`src/rtl/irq_sc_pkg.sv`:
```
package irq_sc_pkg;

  localparam int unsigned FLD_W         = 4;
  localparam int unsigned OP_W          = 2;
  localparam int unsigned ADDR_W        = FLD_W + OP_W;
  localparam int unsigned NUM_SC_FIELDS = 7;

  typedef enum logic [OP_W-1:0] {
    OP_READ = 2'd0,
    OP_SET  = 2'd1,
    OP_CLR  = 2'd2,
    OP_LOAD = 2'd3
  } op_e;

  typedef enum logic [FLD_W-1:0] {
    FLD_TRIG0 = 4'd0,
    FLD_TRIG1 = 4'd1,
    FLD_TRIG2 = 4'd2,
    FLD_MASK  = 4'd3,
    FLD_WAKE  = 4'd4,
    FLD_STEER = 4'd5,
    FLD_SRCEN = 4'd6,
    FLD_RISE  = 4'd7,
    FLD_FALL  = 4'd8,
    FLD_STAT0 = 4'd9,
    FLD_STAT1 = 4'd10,
    FLD_TEST  = 4'd11
  } fld_e;

  typedef struct packed {
    logic on_rise;
    logic on_fall;
    logic on_level;
    logic level_low;
  } trig_dec_t;

  // Code is {trig2, trig1, trig0}; unlisted codes decode to no sensitivity.
  function automatic trig_dec_t decode_trig(input logic [2:0] code);
    trig_dec_t d;
    d = '0;
    case (code)
      3'b001: d.on_rise = 1'b1;
      3'b010: d.on_fall = 1'b1;
      3'b011: begin
        d.on_rise = 1'b1;
        d.on_fall = 1'b1;
      end
      3'b101: d.on_level = 1'b1;
      3'b110: begin
        d.on_level  = 1'b1;
        d.level_low = 1'b1;
      end
      default: d = '0;
    endcase
    return d;
  endfunction

endpackage

```
`src/rtl/irq_sc_sync.sv`:
```
module irq_sc_sync #(
  parameter int unsigned WIDTH  = 32,
  parameter int unsigned STAGES = 2
) (
  input  logic             clk,
  input  logic             rst_n,
  input  logic [WIDTH-1:0] d,
  output logic [WIDTH-1:0] q
);

  logic [WIDTH-1:0] stg_q [STAGES];
  logic [WIDTH-1:0] stg_d [STAGES];

  generate
    for (genvar s = 0; s < STAGES; s++) begin : g_stage
      if (s == 0) begin : g_first
        assign stg_d[s] = d;
      end else begin : g_next
        assign stg_d[s] = stg_q[s-1];
      end
    end
  endgenerate

  always_ff @(posedge clk or negedge rst_n) begin
    if (!rst_n) begin
      for (int s = 0; s < STAGES; s++) stg_q[s] <= '0;
    end else begin
      for (int s = 0; s < STAGES; s++) stg_q[s] <= stg_d[s];
    end
  end

  assign q = stg_q[STAGES-1];

endmodule

```
`src/rtl/irq_sc_bitreg.sv`:
```
module irq_sc_bitreg #(
  parameter int unsigned WIDTH = 32
) (
  input  logic             clk,
  input  logic             rst_n,
  input  logic             set_en,
  input  logic             clr_en,
  input  logic             load_en,
  input  logic [WIDTH-1:0] wdata,
  output logic [WIDTH-1:0] q
);

  logic [WIDTH-1:0] q_d;
  logic             upd;

  assign upd = set_en | clr_en | load_en;

  always_comb begin
    q_d = q;
    if (load_en)     q_d = wdata;
    else if (set_en) q_d = q | wdata;
    else if (clr_en) q_d = q & ~wdata;
  end

  always_ff @(posedge clk or negedge rst_n) begin
    if (!rst_n)   q <= '0;
    else if (upd) q <= q_d;
  end

  AST_SET_ONLY_ONES: assert property (@(posedge clk) disable iff (!rst_n)
    (set_en && !load_en) |=> (((q & $past(wdata)) == $past(wdata)) &&
                              ((q & ~$past(wdata)) == ($past(q) & ~$past(wdata)))));
  AST_CLR_ONLY_ONES: assert property (@(posedge clk) disable iff (!rst_n)
    (clr_en && !set_en && !load_en) |=> (((q & $past(wdata)) == '0) &&
                              ((q & ~$past(wdata)) == ($past(q) & ~$past(wdata)))));
  AST_HOLD_IDLE: assert property (@(posedge clk) disable iff (!rst_n)
    !(set_en || clr_en || load_en) |=> $stable(q));

endmodule

```
`src/rtl/irq_sc_detect.sv`:
```
module irq_sc_detect
  import irq_sc_pkg::*;
#(
  parameter int unsigned WIDTH = 32
) (
  input  logic             clk,
  input  logic             rst_n,
  input  logic [WIDTH-1:0] sync_in,
  input  logic [WIDTH-1:0] trig0,
  input  logic [WIDTH-1:0] trig1,
  input  logic [WIDTH-1:0] trig2,
  input  logic [WIDTH-1:0] srcen,
  input  logic             rise_ack_en,
  input  logic             fall_ack_en,
  input  logic [WIDTH-1:0] ack_data,
  output logic [WIDTH-1:0] rise_q,
  output logic [WIDTH-1:0] fall_q,
  output logic [WIDTH-1:0] pend
);

  logic [WIDTH-1:0] prev_q;
  logic [WIDTH-1:0] rise_hit, fall_hit, lvl_hit, edge_mode;
  logic [WIDTH-1:0] rise_d, fall_d, rise_ack, fall_ack;

  generate
    for (genvar i = 0; i < WIDTH; i++) begin : g_src
      trig_dec_t dec;
      assign dec          = decode_trig({trig2[i], trig1[i], trig0[i]});
      assign rise_hit[i]  = srcen[i] & dec.on_rise & sync_in[i] & ~prev_q[i];
      assign fall_hit[i]  = srcen[i] & dec.on_fall & ~sync_in[i] & prev_q[i];
      assign lvl_hit[i]   = srcen[i] & dec.on_level & (sync_in[i] ^ dec.level_low);
      assign edge_mode[i] = srcen[i] & (dec.on_rise | dec.on_fall);
      assign pend[i]      = lvl_hit[i] | (edge_mode[i] & (rise_q[i] | fall_q[i]));

      AST_RISE_KEEP: assert property (@(posedge clk) disable iff (!rst_n)
        (rise_q[i] && !(rise_ack_en && ack_data[i])) |=> rise_q[i]);
      AST_FALL_KEEP: assert property (@(posedge clk) disable iff (!rst_n)
        (fall_q[i] && !(fall_ack_en && ack_data[i])) |=> fall_q[i]);
      AST_RISE_NEEDS_MODE: assert property (@(posedge clk) disable iff (!rst_n)
        $rose(rise_q[i]) |-> $past(srcen[i] && trig0[i] && !trig2[i]));
      AST_FALL_NEEDS_MODE: assert property (@(posedge clk) disable iff (!rst_n)
        $rose(fall_q[i]) |-> $past(srcen[i] && trig1[i] && !trig2[i]));
    end
  endgenerate

  // A new edge in the acknowledge cycle wins over the acknowledge.
  always_comb begin
    rise_ack = rise_ack_en ? ack_data : '0;
    fall_ack = fall_ack_en ? ack_data : '0;
    rise_d   = (rise_q & ~rise_ack) | rise_hit;
    fall_d   = (fall_q & ~fall_ack) | fall_hit;
  end

  always_ff @(posedge clk or negedge rst_n) begin
    if (!rst_n) begin
      prev_q <= '0;
      rise_q <= '0;
      fall_q <= '0;
    end else begin
      prev_q <= sync_in;
      rise_q <= rise_d;
      fall_q <= fall_d;
    end
  end

endmodule

```
`src/rtl/irq_setclr_ctrl.sv`:
```
module irq_setclr_ctrl
  import irq_sc_pkg::*;
#(
  parameter int unsigned NUM_SRC     = 32,
  parameter int unsigned SYNC_STAGES = 2
) (
  input  logic               clk,
  input  logic               rst_n,
  input  logic               wr_en,
  input  logic               rd_en,
  input  logic [ADDR_W-1:0]  addr,
  input  logic [NUM_SRC-1:0] wdata,
  output logic [NUM_SRC-1:0] rdata,
  input  logic [NUM_SRC-1:0] src_in,
  output logic               irq_req0,
  output logic               irq_req1,
  output logic               wake_out
);

  logic [FLD_W-1:0]   a_fld;
  logic [OP_W-1:0]    a_op;
  logic [NUM_SRC-1:0] sc_q [NUM_SC_FIELDS];
  logic [NUM_SRC-1:0] test_q;
  logic [NUM_SRC-1:0] sync_in, rise_q, fall_q, pend;
  logic [NUM_SRC-1:0] stat0, stat1, rd_mux, rdata_d;
  logic               rise_ack_en, fall_ack_en, test_load;

  assign a_fld = addr[ADDR_W-1:OP_W];
  assign a_op  = addr[OP_W-1:0];

  generate
    for (genvar f = 0; f < NUM_SC_FIELDS; f++) begin : g_fld
      logic hit;
      assign hit = wr_en && (a_fld == FLD_W'(f));
      irq_sc_bitreg #(.WIDTH(NUM_SRC)) u_reg (
        .clk     (clk),
        .rst_n   (rst_n),
        .set_en  (hit && (a_op == OP_SET)),
        .clr_en  (hit && (a_op == OP_CLR)),
        .load_en (1'b0),
        .wdata   (wdata),
        .q       (sc_q[f])
      );
    end
  endgenerate

  assign test_load = wr_en && (a_fld == FLD_TEST) && (a_op == OP_LOAD);

  irq_sc_bitreg #(.WIDTH(NUM_SRC)) u_test (
    .clk     (clk),
    .rst_n   (rst_n),
    .set_en  (1'b0),
    .clr_en  (1'b0),
    .load_en (test_load),
    .wdata   (wdata),
    .q       (test_q)
  );

  irq_sc_sync #(.WIDTH(NUM_SRC), .STAGES(SYNC_STAGES)) u_sync (
    .clk   (clk),
    .rst_n (rst_n),
    .d     (src_in),
    .q     (sync_in)
  );

  assign rise_ack_en = wr_en && (a_fld == FLD_RISE) && (a_op == OP_CLR);
  assign fall_ack_en = wr_en && (a_fld == FLD_FALL) && (a_op == OP_CLR);

  irq_sc_detect #(.WIDTH(NUM_SRC)) u_detect (
    .clk         (clk),
    .rst_n       (rst_n),
    .sync_in     (sync_in),
    .trig0       (sc_q[FLD_TRIG0]),
    .trig1       (sc_q[FLD_TRIG1]),
    .trig2       (sc_q[FLD_TRIG2]),
    .srcen       (sc_q[FLD_SRCEN]),
    .rise_ack_en (rise_ack_en),
    .fall_ack_en (fall_ack_en),
    .ack_data    (wdata),
    .rise_q      (rise_q),
    .fall_q      (fall_q),
    .pend        (pend)
  );

  assign stat0    = pend & sc_q[FLD_MASK] & sc_q[FLD_STEER];
  assign stat1    = pend & sc_q[FLD_MASK] & ~sc_q[FLD_STEER];
  assign irq_req0 = |stat0;
  assign irq_req1 = |stat1;
  assign wake_out = |(pend & sc_q[FLD_WAKE]);

  always_comb begin
    rd_mux = '0;
    if (a_op == OP_READ) begin
      case (a_fld)
        FLD_TRIG0: rd_mux = sc_q[FLD_TRIG0];
        FLD_TRIG1: rd_mux = sc_q[FLD_TRIG1];
        FLD_TRIG2: rd_mux = sc_q[FLD_TRIG2];
        FLD_MASK:  rd_mux = sc_q[FLD_MASK];
        FLD_WAKE:  rd_mux = sc_q[FLD_WAKE];
        FLD_STEER: rd_mux = sc_q[FLD_STEER];
        FLD_SRCEN: rd_mux = sc_q[FLD_SRCEN];
        FLD_RISE:  rd_mux = rise_q;
        FLD_FALL:  rd_mux = fall_q;
        FLD_STAT0: rd_mux = stat0;
        FLD_STAT1: rd_mux = stat1;
        FLD_TEST:  rd_mux = test_q;
        default:   rd_mux = '0;
      endcase
    end
  end

  assign rdata_d = rd_en ? rd_mux : rdata;

  always_ff @(posedge clk or negedge rst_n) begin
    if (!rst_n) rdata <= '0;
    else        rdata <= rdata_d;
  end

  AST_RDATA_HOLD: assert property (@(posedge clk) disable iff (!rst_n)
    !rd_en |=> $stable(rdata));
  AST_REQ0_ROUTE: assert property (@(posedge clk) disable iff (!rst_n)
    irq_req0 |-> |(sc_q[FLD_MASK] & sc_q[FLD_STEER] & sc_q[FLD_SRCEN]));
  AST_REQ1_ROUTE: assert property (@(posedge clk) disable iff (!rst_n)
    irq_req1 |-> |(sc_q[FLD_MASK] & ~sc_q[FLD_STEER] & sc_q[FLD_SRCEN]));
  AST_WAKE_ROUTE: assert property (@(posedge clk) disable iff (!rst_n)
    wake_out |-> |(sc_q[FLD_WAKE] & sc_q[FLD_SRCEN]));

endmodule

```
`config.mk`:
```
export PLATFORM = sky130hd
export DESIGN_NAME = irq_setclr_ctrl
export DESIGN_NICKNAME = d
export VERILOG_FILES = /design/src/rtl/irq_sc_pkg.sv /design/src/rtl/irq_sc_sync.sv /design/src/rtl/irq_sc_bitreg.sv /design/src/rtl/irq_sc_detect.sv /design/src/rtl/irq_setclr_ctrl.sv
export SDC_FILE = /design/constraint.sdc
export NUM_CORES = 1
export LEC_CHECK = 0
export BUFFER_PORTS_ARGS = -buffer_cell sky130_fd_sc_hd__buf_2
export CORE_UTILIZATION = 30
export DETAILED_ROUTE_END_ITERATION = 6
export GPL_ROUTABILITY_DRIVEN = 0
export MAX_ROUTING_LAYER = met4
export PLACE_DENSITY_LB_ADDON = 0.25
export SLEW_MARGIN = 10
export SYNTH_ARGS = -nofsm -noshare
export SYNTH_HDL_FRONTEND = slang
export SYNTH_SLANG_ARGS = --single-unit
```
`constraint.sdc`:
```
create_clock -name clk -period 2.8 [get_ports clk]
set_input_delay 0.28 -clock clk [delete_from_list [all_inputs] [get_ports clk]]
set_output_delay 0.28 -clock clk [all_outputs]
set_load 0.02 [all_outputs]
```
==> results of run 1 <==
[how the worst min path moves through the flow]
stage,to,from
finish,flip-flop,wdata[22]
global route,u_detect.rise_q[29],wdata[29]
detailed placement,u_sync.stg_d[7],rst_n
floorplan,async pin,rst_n
CTS,u_detect.rise_q[21],wdata[21]
global placement,u_sync.stg_d[7],rst_n
[layout make-up]
cell class                      instances  area share [%]
Tap cell                              950           4.235
Timing Repair Buffer                  384           11.07
Clock buffer                           77           5.581
Clock inverter                         19           1.016
Sequential cell                       448           40.04
Multi-Input combinational cell       1508           37.34
Antenna cell                            6         0.05350
Inverter                               49          0.6553
[routing by layer]
metal / vias up / wire [um] / global-route usage, %
met5: - / 0 / -
met4: 0 / 5318 / 13.04
met3: 297 / 10820 / 6.771
met2: 1278 / 42320 / 38.60
met1: 10427 / 39610 / 35.21
li1: 8705 / - / -
[power breakdown]
part / switching, W / total [W] / leakage, nW / internal, W
logic: 0.00144 / 0.00272 / 5.08 / 0.00128
registers: 0.000897 / 0.00810 / 5.68 / 0.00720
clock network: 0.00289 / 0.00740 / 0.907 / 0.00450
total: 0.00523 / 0.0182 / 11.7 / 0.0130
[kinds of logic after synthesis]
family | after synthesis
DFF | 448
muxes | 59
xor gates and xnor gates | 1
AOI/OAI and AO/OA | 680
buffers and inverters | 222
and+or+nand+nor | 768
[worst reg2reg max path, delay by kind of cell (launching register included)]
| kind | cells | cell delay (ns) |
|---|---|---|
| buffers and inverters | 2 | 0.36 |
| and+or+nand+nor | 3 | 0.67 |
| AOI/OAI and AO/OA | 3 | 0.71 |
| DFF | 1 | 0.37 |
[through the flow]
| step | total power (W) | setup TNS, ns | std cells |
|---|---|---|---|
| 2_1_floorplan | 0.009228 | 0 | 2178 |
| 3_3_place_gp | 0.01042 | -0.4989 | 3263 |
| 3_5_place_dp | 0.01048 | -0.3553 | 3264 |
| 4_1_cts | 0.01810 | -0.7227 | 3411 |
| 5_1_grt | 0.01888 | -0.9512 | 3441 |
| 6_report | 0.01822 | -0.8827 | 3441 |
[Yosys cell counts (13+ instances only)]
master	count
nand2b_1	22
nor2_1	98
nand4b_1	13
o31ai_1	21
dfrtp_1	448
clkbuf_1	85
a22o_1	279
inv_1	49
mux2_2	45
o22ai_1	48
nor3_1	47
buf_2	70
nor4bb_1	16
a22oi_1	67
a32oi_1	22
nand2_1	419
nor2b_1	21
mux2i_1	14
or3b_2	19
a211oi_1	30
nand3_1	31
a222oi_1	30
a21oi_1	46
o2bb2ai_1	14
o21ai_0	35
o211ai_1	28
nand3b_1	23
[what timing repair did]
action	in CTS	in global routing
hold endpoints to repair	93	0
resized for setup	82	65
setup endpoints to repair	3	3
pin swaps	20	28
hold buffers	33	0
gates cloned	0	0
buffers inserted	20	25
==> impl_metrics.tcl, run 1 <==
set metrics [dict create \
    status "finished, violations left" \
    violations "DRC, setup timing" \
    drive_gt1_share_pct 25.51 \
    post-place-ws_ns -0.3522 \
    setup_viol 3 \
    multi_input_area_sq_um 10480 \
    ir_worst_vdd_mv 0.4372 \
    p_leak_nw 11.66 \
    period_needed_ns 3.130 \
    finalWorstSetupSlack_ns -0.3295 \
    worstRegToRegCells 8 \
    synth_area_leader_cell "dfrtp_1" \
    final_core_util_pct 39.06 \
    clk_path_buf_depth 3 \
    cap_violations 0 \
    grt_pass1_wl_mm 142.1 \
    synth.distinct_cells 61 \
    whs_ns 0.09850 \
    crit_fanout 3 \
    synth_fa_ha_area_share_pct 0 \
    yosys_warnings 0 \
    first_pass_iters 7 \
    tritoncts "done" \
    core_sq_um 71850 \
    cts_root_buf "clkbuf_16" \
    final_hold_viol_count 0 \
    ant_nets 0 \
    slowest_stage "dfrtp_1" \
    muxShareOfSynthArea_pct 2.951 \
    areaGrowthSynthToFinish_pct 28.04 \
    synth_compound_area_share_pct 24.63 \
    rows 98 \
    tightest_slew_ns 1.295 \
    synth_top_family_by_area "compound AO/OA/AOI/OAI gates" \
    grt_usage_pct 26.91 \
    slew-limit-headroom_pct 13.47 \
    crit_chain "nor3_4 > buf_4 > a211oi_1 > nand2_1 > o211ai_1 > a2111oi_4 > nand4_1 > buf_4" \
    power.density_nw_per_um2 649.1 \
    ys_seq_elements 448 \
    cp-endpoint "irq_req0" \
    synthXorXnorAreaFrac_pct 0.03996 \
    r2r_end "rdata[8]" \
    synth_edf_count 0 \
    synthTopCellsByArea "dfrtp_1 (51%), a22o_1 (11%), nand2_1 (7.2%)" \
    cp-start-kind "flip-flop" \
    end_kind "output port" \
    portBuffers 108 \
    yosysTopAreaCellShare_pct 51.14 \
    dr_total_vias 20707 \
    initial_core_util_pct 30.51 \
    wl_mm 98.07 \
    synthArstFlopShare_pct 100.0 \
    syn-num-nets 2252 \
    syn-instance-count 2178 \
    cp.depth 8 \
    synth_area_sq_um 21920 \
    die_w_um 272.3 \
    path_clk_slew_ns 0.06 \
    final_common_cell "dfrtp_1" \
    crit_required_ns 2.52 \
    antenna_found_initial 6 \
    path_class "flip-flop to output port" \
    period_share_pct 111.8 \
    drt_iter0_markers 3008 \
    max_stage_delay_ns 0.43 \
    ys.flop_type "dfrtp_1" \
    crit_top_cell "buf_4" \
    hp-class "input port to flip-flop" \
    routedWlPerCell_um 28.50 \
    synthSimpleGateAreaFrac_pct 16.69 \
    fin_nets 2517 \
    critical_path_arrival_ns 2.85 \
    hold_path_depth 3 \
    hpwl_mm 66.23 \
    critical_path.startpoint "u_detect.rise_q[14]" \
    die_h_um 272.3 \
    register_area_sq_um 11240 \
    drt_drc_violations_left 11 \
    reg2reg_slack_ns 0.54 \
    die-area_sq_um 74150 \
    fmax_mhz 319.5 \
    skew_ns 0.01690 \
    fill_cells 7057 \
    layout_common_cells "dfrtp_1 (426), nand2_1 (417), a22o_1 (279)" \
    placed_cell_area_sq_um 24920 \
    grt_overflow 0 \
    h-tree-depth 2 \
    avgSynthCellArea_sq_um 10.06 \
    cp_top_family "simple AND/OR/NAND/NOR gates" \
    drv_slew 0 \
    io_pins 109 \
    yosysSeqAreaShare_pct 51.14 \
    grt_max_degree 106 \
    final_cell_area_sq_um 28070 \
    path_buf_inv 2 \
    clk_latency_ns 0.61 \
    grt_pass1_vias 19880 \
    rsz0062_at_grt "yes" \
    cts_buffers 52 \
    clkSinkCount 448 \
    viasPerCell 6.018 \
]
No activity file was read; power rests on OpenSTA's default activity.
==> inputs of run 2 (changes only) <==
- SETUP_SLACK_MARGIN: not set -> 0.02
==> run 2 against run 1 <==
The run still ends with DRC, setup timing left. Clock power is essentially flat. Global-route usage is the same. Non-clock buffer count shrank 1. Sequential power is essentially flat. Die area is the same. Critical path depth is the same. Setup slack lost 0.0056 ns. Worst hold slack is essentially flat. Critical endpoint unchanged. Largest power group unchanged.
==> impl_metrics.tcl, run 2 (same netlist as run 1, synthesis figures left out) <==
set metrics [dict create \
    status "finished, violations left" \
    violations "DRC, setup timing" \
    wl_met2_mm 42.01 \
    rsz0062_at_grt "yes" \
    register_area_sq_um 11230 \
    multi_input_area_sq_um 10470 \
    wl_met1_mm 40.06 \
    areaGrowthSynthToFinish_pct 27.92 \
    dr_total_vias 20696 \
    clkPwrFrac_pct 40.7 \
    ant_nets 0 \
    setup_viol 3 \
    highest_layer "met4" \
    power.density_nw_per_um2 649.4 \
    core_sq_um 71850 \
    fill_cells 7054 \
    p_leak_nw 11.67 \
    tritoncts "done" \
    layout_common_cells "dfrtp_1 (429), nand2_1 (417), a22o_1 (278)" \
    period_needed_ns 3.135 \
    final_common_cell "dfrtp_1" \
    grt_overflow 0 \
    drt_iter0_markers 2958 \
    cp-start-kind "flip-flop" \
    rows 98 \
    crit_required_ns 2.52 \
    hpwl_mm 66.23 \
    routedWlPerCell_um 28.55 \
    die_w_um 272.3 \
    hp-class "input port to flip-flop" \
    end_kind "output port" \
    grt_pass1_wl_mm 142.3 \
    fmax_mhz 319.0 \
    first_pass_iters 7 \
    drive_gt1_share_pct 25.24 \
    clkSinkCount 448 \
    path_clk_slew_ns 0.06 \
    crit_fanout 3 \
    cap_violations 0 \
    switchingPower_w 0.005233 \
    skew_ns 0.02113 \
    drv_slew 0 \
    fin_nets 2516 \
    path_class "flip-flop to output port" \
    wl_mm 98.14 \
    routed-wl-met3_mm 10.43 \
    swShare_pct 28.74 \
    drt_drc_violations_left 11 \
    cts_root_buf "clkbuf_16" \
    ir_worst_vdd_mv 0.4366 \
    whs_ns 0.09800 \
    grt_usage_pct 26.91 \
    die_h_um 272.3 \
    tightest_slew_ns 1.234 \
    viasPerCell 6.022 \
    period_share_pct 112.0 \
    clk_path_buf_depth 3 \
    grt_pass1_vias 19877 \
    final_hold_viol_count 0 \
    slew-limit-headroom_pct 17.58 \
    initial_core_util_pct 30.51 \
    power_frac_comb_pct 14.9 \
    internal-power_w 0.01298 \
    cts_buffers 52 \
    portBuffers 108 \
    grt_max_degree 106 \
    critical_path_arrival_ns 2.86 \
    clk_latency_ns 0.61 \
    finalWorstSetupSlack_ns -0.3351 \
    h-tree-depth 2 \
    antenna_found_initial 3 \
    die-area_sq_um 74150 \
    final_core_util_pct 39.02 \
    io_pins 109 \
    power.share.sequential_pct 44.4 \
]
## run 2: path summary, 6_finish.rpt
check                                      endpoint                 from  slack, ns  cells past startpoint
worst min-delay path                      flip-flop            wdata[22]        0.1                      3
worst max register to register             rdata[7]            flip-flop       0.62                      8
worst max-delay path                       irq_req0  u_detect.rise_q[14]      -0.34                      8
worst min register to register         u_sync.q[25]     u_sync.stg_d[25]       0.35                      0
max in group asynchronous                 async pin                rst_n       1.53                      4
min in group asynchronous       u_detect.fall_q[19]                rst_n       0.17                      2
## run 2: final cells by class
class,instances,area share (%)
flip-flops and latches,448,40.07
multi-input cells,1508,37.35
repair buffers,383,11.06
clock buffers,77,5.587
well taps,950,4.239
clock inverters,19,1.017
inverters,49,0.6560
diodes,3,0.02677
## run 2: routing by layer
layer / GRT usage (%) / vias to the layer above
met3: 6.550 / 325
met5: - / -
met2: 38.51 / 1297
li1: - / 8700
met4: 13.13 / 0
met1: 35.39 / 10374
## run 2: worst max-delay path, cell delays in order (launching register included)
cell,delay [ns]
dfrtp_1,0.43
nor3_4,0.26
buf_4,0.16
a211oi_1,0.06
nand2_1,0.17
o211ai_1,0.22
a2111oi_4,0.35
nand4_1,0.32
buf_4,0.27
## run 2: timing repair
item,CTS,global route
setup endpoints to repair,3,3
resized for setup,84,55
hold buffers,33,0
endpoints found under the hold margin,93,0
pin swaps,19,31
buffers inserted,19,25
## run 2: per-stage QoR
step | power [W] | instances | area (sq um) | setup TNS, ns | setup slack [ns]
final | 0.01821 | 3437 | 28040 | -0.8673 | -0.3351
after global routing | 0.01886 | 3437 | 28040 | -0.9430 | -0.3403
after CTS | 0.01810 | 3410 | 27650 | -0.7218 | -0.3003
after detailed placement | 0.01048 | 3264 | 24920 | -0.3553 | -0.3522
after global placement | 0.01042 | 3263 | 24910 | -0.4989 | -0.4989
after floorplan | 0.009228 | 2178 | 21920 | 0 | 0.8104
## run 2: power groups by stage
stage | clock, W | combinational [W] | sequential, W
after floorplan | 0 | 0.00137 | 0.00786
after global placement | 0 | 0.00234 | 0.00808
after detailed placement | 0 | 0.00238 | 0.00811
after CTS | 0.00753 | 0.00255 | 0.00803
after global routing | 0.00781 | 0.00288 | 0.00818
final | 0.00741 | 0.00271 | 0.00809
==> inputs of run 3 (changes only) <==
- CORE_UTILIZATION: 30 -> 45
- SKIP_CTS_REPAIR_TIMING: not set -> 1
==> run 3 against run 2 <==
Core utilization is 16 points higher. Sequential share of layout area is 2.6 points higher. Critical path depth is 1 lower. The run still ends with DRC, setup timing left.
==> impl_metrics.tcl, run 3 (same netlist as run 1, synthesis figures left out) <==
set metrics [dict create \
    status "finished, violations left" \
    violations "DRC, setup timing" \
    hpwl_mm 59.93 \
    internal-power_w 0.01208 \
    end_kind "output port" \
    slew-limit-headroom_pct 18.90 \
    grt_usage_pct 36.53 \
    tightest_slew_ns 1.207 \
    clk_path_buf_depth 3 \
    dr_total_vias 20561 \
    portBuffers 108 \
    drv_slew 0 \
    finalWorstSetupSlack_ns -0.4472 \
    fmax_mhz 308.0 \
    ant_nets 0 \
    path_class "flip-flop to output port" \
    final_hold_viol_count 0 \
    wl_mm 87.91 \
    cts_buffers 48 \
    min_from "wdata[31]" \
    drt_drc_violations_left 1 \
    hold_end "u_detect.fall_q[31]" \
    grt_overflow 0 \
    areaGrowthSynthToFinish_pct 19.89 \
    cp-start-kind "flip-flop" \
    first_pass_iters 7 \
    r2r_end "rdata[4]" \
    grt_max_degree 77 \
    clk_latency_ns 0.60 \
    clkSinkCount 448 \
    crit_required_ns 2.52 \
    period_share_pct 116.0 \
    drt_iter0_markers 3079 \
    die_w_um 222.7 \
    p_total_w 0.01697 \
    antenna_found_initial 1 \
    p_leak_nw 11.07 \
    hp-class "input port to flip-flop" \
    rsz0062_at_grt "yes" \
    core_sq_um 47850 \
    final_common_cell "dfrtp_1" \
    skew_ns 0.009428 \
    whs_ns 0.1085 \
    drive_gt1_share_pct 20.26 \
    fin_nets 2437 \
    ir_worst_vdd_mv 0.5144 \
    grt_pass1_vias 19462 \
    power.density_nw_per_um2 645.9 \
    rows 80 \
    hold_path_depth 3 \
    period_needed_ns 3.247 \
    swShare_pct 28.83 \
    initial_core_util_pct 45.81 \
    grt_pass1_wl_mm 130.2 \
    reg2reg_slack_ns 0.53 \
    layout_common_cells "dfrtp_1 (443), nand2_1 (419), a22o_1 (279)" \
    worstRegToRegCells 7 \
    power_frac_comb_pct 13.7 \
    clkPwrFrac_pct 38.4 \
    routedWlPerCell_um 29.16 \
    viasPerCell 6.820 \
    setup_viol 3 \
    power.share.sequential_pct 47.9 \
    die-area_sq_um 49600 \
    io_pins 109 \
    path_clk_slew_ns 0.06 \
    tritoncts "done" \
    crit_fanout 6 \
    switchingPower_w 0.004895 \
    cap_violations 0 \
    critical_path_arrival_ns 2.97 \
    h-tree-depth 2 \
    die_h_um 222.7 \
    cts_root_buf "clkbuf_16" \
]
==> run 3: cell count changes in the layout (fill, tap and decap cells not counted), moves of 6 or more <==
cell / before / now
a2111oi_4: 7 / 1
buf_4: 212 / 141
dfrtp_1: 429 / 443
dfrtp_2: 19 / 5
nor2_1: 78 / 84
nor2_4: 11 / 5
==> run 3: area by class of cell <==
type,count,area [sq um]
fill,4165,21570
sequential,448,11220
multi-input combinational,1508,10040
timing repair buffer,308,2472
clock buffer,72,1443
tap,615,769.5
inverter,49,183.9
clock inverter,14,155.1
antenna,1,2.502
==> run 3: worst max-delay path: stages (launching register included) <==
cell       delay [ns]
dfrtp_1          0.46
nor3_1           0.26
a211oi_2         0.12
a32oi_2          0.34
o211ai_1         0.19
a2111oi_4        0.31
nand4_1          0.41
buf_6            0.28
==> run 3: how the worst max path moves through the flow <==
stage	from	endpoint	cells past startpoint
floorplan	flip-flop	irq_req1	6
global placement	addr[5]	rdata[4]	8
global route	flip-flop	irq_req0	8
finish	flip-flop	irq_req0	7
CTS	flip-flop	irq_req1	7
detailed placement	addr[5]	rdata[4]	8
==> run 3: through the flow <==
stage	util [%]	cell area, sq um	worst slack, ns	instances	setup TNS (ns)
finish	54.93	26280	-0.4472	3015	-1.094
global route	54.93	26280	-0.5196	3015	-1.274
CTS	53.73	25710	-0.5302	2978	-1.418
detailed placement	50.39	24110	0.02904	2892	0
global placement	50.39	24110	-0.02044	2892	-0.02044
floorplan	-	21920	0.8104	2178	0
==> run 3: power by group through the flow <==
stage                     Sequential, W  Clock (W)  Combinational [W]
after floorplan                 0.00786          0            0.00137
after global placement          0.00814          0            0.00212
after detailed placement        0.00817          0            0.00218
after CTS                       0.00806    0.00658            0.00218
after global routing            0.00821    0.00683            0.00248
final                           0.00813    0.00652            0.00232
==> run 3: routing by layer <==
layer / up-vias / wire length [um] / share of wire (%) / global-route usage [%]
met5: - / 0 / 0 / -
met4: 0 / 6091 / 6.9 / 21.22
met3: 373 / 10800 / 12 / 10.34
met2: 1489 / 37510 / 43 / 51.29
met1: 10185 / 33510 / 38 / 46.98
li1: 8514 / - / - / -
